[config.mk]
export PLATFORM = sky130hd
export DESIGN_NAME = pport_arbiter
export DESIGN_NICKNAME = d
export VERILOG_FILES = /design/src/rtl/pport_pkg.sv /design/src/rtl/pport_prio.sv /design/src/rtl/pport_stall.sv /design/src/rtl/pport_hs_timer.sv /design/src/rtl/pport_arbiter.sv
export SDC_FILE = /design/constraint.sdc
export NUM_CORES = 1
export LEC_CHECK = 0
export BUFFER_PORTS_ARGS = -buffer_cell sky130_fd_sc_hd__buf_2
export CORE_MARGIN = 4
export CORE_UTILIZATION = 35
export DETAILED_ROUTE_END_ITERATION = 8
export PLACE_DENSITY = 0.61
export SYNTH_ARGS = -nofsm -noshare
export SYNTH_HDL_FRONTEND = slang
export SYNTH_SLANG_ARGS = --single-unit
[constraint.sdc]
create_clock -name clk -period 2.6 [get_ports clk]
set_input_delay 0.52 -clock clk [delete_from_list [all_inputs] [get_ports clk]]
set_output_delay 0.52 -clock clk [all_outputs]
set_load 0.03 [all_outputs]
[src/rtl/pport_pkg.sv]
package pport_pkg;
  typedef enum logic [2:0] {
    S_STALL,
    S_IDLE,
    S_TURN,
    S_TXW,
    S_CTLW,
    S_RBR,
    S_RXR
  } pport_st_e;

  localparam int NREQ    = 3;
  localparam int IDX_TX  = 0;
  localparam int IDX_CTL = 1;
  localparam int IDX_RX  = 2;
endpackage

[src/rtl/pport_prio.sv]
module pport_prio #(
  parameter int N = 3
) (
  input  logic [N-1:0] req,
  output logic [N-1:0] gnt
);
  // lowest index wins
  always_comb begin
    gnt = '0;
    for (int i = N - 1; i >= 0; i--) begin
      if (req[i]) begin
        gnt    = '0;
        gnt[i] = 1'b1;
      end
    end
  end
endmodule

[src/rtl/pport_stall.sv]
module pport_stall #(
  parameter int STALL_CYC = 8
) (
  input  logic clk,
  input  logic rst,
  output logic done
);
  localparam int SW = $clog2(STALL_CYC + 1);
  logic [SW-1:0] cnt_q;

  always_ff @(posedge clk) begin
    if (rst) cnt_q <= SW'(STALL_CYC);
    else if (cnt_q != '0) cnt_q <= cnt_q - 1'b1;
  end

  assign done = (cnt_q == '0);
endmodule

[src/rtl/pport_hs_timer.sv]
module pport_hs_timer #(
  parameter int TO_CYC = 16
) (
  input  logic clk,
  input  logic rst,
  input  logic run,
  input  logic ack,
  output logic expire
);
  localparam int CW = (TO_CYC > 1) ? $clog2(TO_CYC) : 1;
  localparam logic [CW-1:0] LAST = CW'(TO_CYC - 1);
  logic [CW-1:0] cnt_q;

  always_ff @(posedge clk) begin
    if (rst || !run) cnt_q <= '0;
    else if (cnt_q != LAST) cnt_q <= cnt_q + 1'b1;
  end

  assign expire = run && !ack && (cnt_q == LAST);
endmodule

[src/rtl/pport_arbiter.sv]
module pport_arbiter
  import pport_pkg::*;
#(
  parameter int DW        = 16,
  parameter int STALL_CYC = 8,
  parameter int TO_CYC    = 16
) (
  input  logic          clk,
  input  logic          rst,
  input  logic          tx_req,
  input  logic [DW-1:0] tx_word,
  output logic          tx_done,
  input  logic          ctl_req,
  input  logic [DW-1:0] ctl_word,
  output logic          ctl_done,
  output logic [DW-1:0] rb_word,
  output logic          rb_valid,
  input  logic          rx_req,
  output logic [DW-1:0] rx_word,
  output logic          rx_valid,
  output logic [DW-1:0] bus_dout,
  output logic          bus_oe,
  input  logic [DW-1:0] bus_din,
  output logic          phy_stb,
  output logic          phy_wr,
  input  logic          phy_ack,
  output logic          to_err
);
  pport_st_e st_q, st_d, pend_q, pend_d;
  logic dir_q;          // 1: bus last driven by this block
  logic stall_done, expire, xfer_q;
  logic [NREQ-1:0] req_v, gnt_v;
  logic [DW-1:0] data_d;

  assign req_v = {rx_req, ctl_req, tx_req};
  assign xfer_q = (st_q == S_TXW) || (st_q == S_CTLW) ||
                  (st_q == S_RBR) || (st_q == S_RXR);

  pport_prio #(.N(NREQ)) prio_i (.req(req_v), .gnt(gnt_v));

  pport_stall #(.STALL_CYC(STALL_CYC)) stall_i (
    .clk(clk), .rst(rst), .done(stall_done));

  pport_hs_timer #(.TO_CYC(TO_CYC)) tmr_i (
    .clk(clk), .rst(rst), .run(xfer_q), .ack(phy_ack), .expire(expire));

  function automatic logic is_wr(pport_st_e s);
    return (s == S_TXW) || (s == S_CTLW);
  endfunction

  function automatic logic is_xfer(pport_st_e s);
    return (s == S_TXW) || (s == S_CTLW) || (s == S_RBR) || (s == S_RXR);
  endfunction

  always_comb begin
    pport_st_e op;
    st_d   = st_q;
    pend_d = pend_q;
    data_d = bus_dout;
    op     = S_IDLE;
    case (st_q)
      S_STALL: if (stall_done) st_d = S_IDLE;
      S_IDLE: begin
        if (gnt_v[IDX_TX]) begin
          op = S_TXW;  data_d = tx_word;
        end else if (gnt_v[IDX_CTL]) begin
          op = S_CTLW; data_d = ctl_word;
        end else if (gnt_v[IDX_RX]) begin
          op = S_RXR;
        end
        if (op != S_IDLE) begin
          if (is_wr(op) == dir_q) st_d = op;
          else begin
            st_d   = S_TURN;
            pend_d = op;
          end
        end
      end
      S_TURN: st_d = pend_q;
      S_CTLW: begin
        if (phy_ack) begin
          st_d   = S_TURN;    // locked read-back follows
          pend_d = S_RBR;
        end else if (expire) st_d = S_IDLE;
      end
      S_TXW, S_RBR, S_RXR: begin
        if (phy_ack || expire) st_d = S_IDLE;
      end
      default: st_d = S_IDLE;
    endcase
  end

  always_ff @(posedge clk) begin
    if (rst) begin
      st_q     <= S_STALL;
      pend_q   <= S_IDLE;
      dir_q    <= 1'b0;
      bus_dout <= '0;
      bus_oe   <= 1'b0;
      phy_stb  <= 1'b0;
      phy_wr   <= 1'b0;
      tx_done  <= 1'b0;
      ctl_done <= 1'b0;
      rb_valid <= 1'b0;
      rb_word  <= '0;
      rx_valid <= 1'b0;
      rx_word  <= '0;
      to_err   <= 1'b0;
    end else begin
      st_q     <= st_d;
      pend_q   <= pend_d;
      bus_dout <= data_d;
      if (is_xfer(st_d)) dir_q <= is_wr(st_d);
      phy_stb  <= is_xfer(st_d);
      phy_wr   <= is_wr(st_d);
      bus_oe   <= is_wr(st_d);
      tx_done  <= (st_q == S_TXW) && phy_ack;
      ctl_done <= (st_q == S_RBR) && phy_ack;
      rb_valid <= (st_q == S_RBR) && phy_ack;
      rx_valid <= (st_q == S_RXR) && phy_ack;
      to_err   <= expire;
      if ((st_q == S_RBR) && phy_ack) rb_word <= bus_din;
      if ((st_q == S_RXR) && phy_ack) rx_word <= bus_din;
    end
  end

  // quiet during the reset stall
  assert_stall_quiet_R1: assert property (@(posedge clk) disable iff (rst)
    !stall_done |-> !phy_stb);

  // drive only in write strobes
  assert_oe_write_R6: assert property (@(posedge clk) disable iff (rst)
    bus_oe |-> (phy_stb && phy_wr));

  // released cycle on every direction change
  assert_turn_rd_R7: assert property (@(posedge clk) disable iff (rst)
    (phy_stb && !phy_wr) |-> !$past(bus_oe));
  assert_turn_wr_R7: assert property (@(posedge clk) disable iff (rst)
    (phy_stb && phy_wr) |-> !$past(phy_stb && !phy_wr));

  // one completion event per cycle
  assert_done_onehot_R8: assert property (@(posedge clk) disable iff (rst)
    $onehot0({tx_done, ctl_done, rx_valid, to_err}));

  // error only after an unanswered strobe
  assert_timeout_R9: assert property (@(posedge clk) disable iff (rst)
    to_err |-> ($past(phy_stb) && !$past(phy_ack)));

  // read-back begins right after the control write's turnaround
  assert_rb_locked_R5: assert property (@(posedge clk) disable iff (rst)
    (st_q == S_RBR && $past(st_q) != S_RBR) |-> $past(pend_q == S_RBR));
endmodule

==> results_dict.tcl <==
set metrics [dict create \
    start_util_pct 36.7 \
    startpoint_type "flop" \
    dpl.hpwl_um 5020 \
    nets 496 \
    max_freq_ghz 0.454 \
    num_vias 2642 \
    peakVddDrop_mv 0.320 \
    synth-edff-count 0 \
    swShare_pct 30.7 \
    synth_seq_area_share_pct 47.8 \
    core_um2 7890 \
    synth.top_cells.by_count "dfxtp_1, nand2_1, a21oi_1, nor2_1" \
    layout-drive-gt1-share_pct 31.0 \
    drc 0 \
    grt_max_degree 41 \
    htreeDepth 3 \
    final-instance-count-excl-fill 547 \
    vias_per_cell 4.83 \
    clk_pin_slew_worst_paths_ps 80 \
    fin_skew_ps 8.70 \
    critPathRequiredTime_ps 2840 \
    synth_most_common_cell "dfxtp_1" \
    worst_pin_slew_ps 765 \
    netlist.area_leader.share_pct 47.8 \
    grt_pass1_wl_um 11300 \
    syn_area_per_cell_um2 8.51 \
    maxSlewHeadroom_pct 49.0 \
    p_seq_share_pct 43.3 \
    grt.total_usage_pct 14.0 \
    hold_viol 0 \
    place_inst 531 \
    gr-total-overflow 0 \
    gp_congestion 0.797 \
    post-synth-top-area-cell "dfxtp_1" \
    synth-async-reset-ratio_pct 0 \
    routedWlPerCell_um 12.9 \
    grt_pass1_vias 2409 \
    die_w_um 98.9 \
    end_kind "flop" \
    ys_warn_count 0 \
    synth_nets 396 \
    clk_latency_ps 330 \
    postRouteWirelength_um 7030 \
    synthCells 340 \
    drt_iter0_drc 143 \
    ys_seq_elements 69 \
    min_path_type "input pin to flop" \
    antenna_found_initial 0 \
    yosysUniqueCellTypes 44 \
    area_delta_synth_final_pct 28.5 \
    finalSetupViolations 0 \
    power.density_nw_per_um2 763 \
    cts_resized 0 \
    p_switching_mw 0.870 \
    cap_violations 0 \
    fin_util_pct 47.1 \
    fp.dieArea_um2 9780 \
    p_comb_share_pct 22.6 \
    clockPowerShare_pct 34.1 \
    cts_buffers 9 \
    synth_area_um2 2890 \
    rows 32 \
    ant_nets 0 \
    rsz0062_at_grt "no" \
    cts_tree "done" \
    synth_ff_type "dfxtp_1" \
    drv_slew 0 \
    crit_fanout 6 \
    leakagePower_nw 1.61 \
    clock-sinks 69 \
    synth_area_leaders "dfxtp_1, nand2_1, a21oi_1" \
    root_buffer "clkbuf_8" \
    io_pins 110 \
    crit_arrival_ps 2450 \
    cts_max_path_buffers 2 \
    outcome "complete, no violations" \
    numPortBuffers 109 \
    fin_crit_sh_pct 84.8 \
    fin_crit_ps 2200 \
    cts_setup_buffers 0 \
    die_h_um 98.9 \
    cts_hold_buf 0 \
    n_antenna_cell 0 \
    internal_power_mw 1.97 \
    final.setup.tns_ps 0 \
    n_fill_cell 778 \
    path_class "flop to flop" \
    first_pass_iters 4 \
]
==> flip-flops by register name, summed over array words and instances (netlist names) <==
name           cells
to_err             1
bus_dout          16
rb_word           16
stall_i.cnt_q      4
st_q               3
tx_done            1
pend_q             3
tmr_i.cnt_q        4
phy_wr             1
rx_valid           1
rb_valid           1
rx_word           16
phy_stb            1
dir_q              1
==> final timing paths <==
kind	startpoint	to	slack (ps)	cells past startpoint
setup / recovery	tmr_i.cnt_q[0]$_SDFFE_PP0P_	dir_q$_SDFFE_PP0P_	400	6
setup reg to reg	tmr_i.cnt_q[0]$_SDFFE_PP0P_	dir_q$_SDFFE_PP0P_	400	6
hold reg to reg	rx_word[2]$_SDFFE_PP0P_	rx_word[2]$_SDFFE_PP0P_	450	2
hold / removal	bus_din[9]	rb_word[9]$_SDFFE_PP0P_	430	3
==> critical path: stages (launching register included) <==
cell and delay, ps:
dfxtp_1 400, ha_1 230, nand3_1 240, and4_1 290, or3_1 400, or3_1 410
a31oi_1 160
==> per-stage QoR <==
| stage | worst slack [ps] | power (mW) | hold WS, ps | cell area [µm²] |
|---|---|---|---|---|
| after floorplan | 498 | 1.73 | 446 | 2890 |
| after global placement | 390 | 1.89 | 438 | 3490 |
| after detailed placement | 335 | 1.90 | 444 | 3490 |
| after CTS | 411 | 2.88 | 410 | 3720 |
| after global routing | 140 | 3.00 | 423 | 3720 |
| final | 395 | 2.84 | 431 | 3720 |
==> power groups by stage <==
| stage | registers, mW | logic (mW) | clock network [mW] |
|---|---|---|---|
| 2_1_floorplan | 1.34 | 0.383 | 0 |
| 3_3_place_gp | 1.25 | 0.639 | 0 |
| 3_5_place_dp | 1.25 | 0.648 | 0 |
| 4_1_cts | 1.23 | 0.650 | 1.00 |
| 5_1_grt | 1.24 | 0.719 | 1.03 |
| 6_report | 1.23 | 0.642 | 0.966 |
==> per-layer routing <==
metal  share of wire, %  up-vias  track usage (%)
met5                  0        -                0
met4               0.54        0             5.67
met3                8.4        2             3.82
met2                 42       96             21.4
met1                 49     1166             18.7
li1                   -     1378                -
==> cell usage in the layout (no fill, tap or decap), types with 2 or more instances in the layout <==
cell type and n:
buf_2 109, dfxtp_1 69, nand2_1 68, a21oi_1 41, nor2_1 30, a211oi_1 18
mux2i_1 17, nor3_1 9, clkbuf_8 9, buf_4 7, nor3b_1 5, nor2b_1 5
inv_1 3, nand3_1 3, or3_1 3, nand3b_1 3, nand2b_1 3, and4b_1 2
nand4b_1 2, xor2_1 2, a31oi_1 2, nor4_1 2, o22ai_1 2, o21ai_0 2
mux2_2 2, xnor2_1 2, ha_1 2, clkinv_4 2, bufinv_16 2
==> kinds of logic (layout without fill, tap and decap cells) <==
family / count (synthesis) / in the layout / synth area share (%)
adder cells (fa/ha/maj): 2 / 2 / 0.865
XOR/XNOR: 4 / 4 / 1.21
multiplexers: 19 / 19 / 6.66
AO/OA/AOI/OAI: 73 / 73 / 15.4
AND/OR/NAND/NOR: 143 / 143 / 23.5
buffers and inverters: 30 / 135 / 4.67
flip-flops: 69 / 69 / 47.8
==> cell type report <==
type | count | area, µm² | area share (%)
sequential | 69 | 1380 | 37.2
multi-input combinational | 241 | 1380 | 37.0
timing repair buffer | 116 | 598 | 16.1
tap | 102 | 128 | 3.43
clock buffer | 9 | 124 | 3.33
clock inverter | 7 | 98.8 | 2.66
inverter | 3 | 11.3 | 0.303
(Power assumes the default switching activity.)
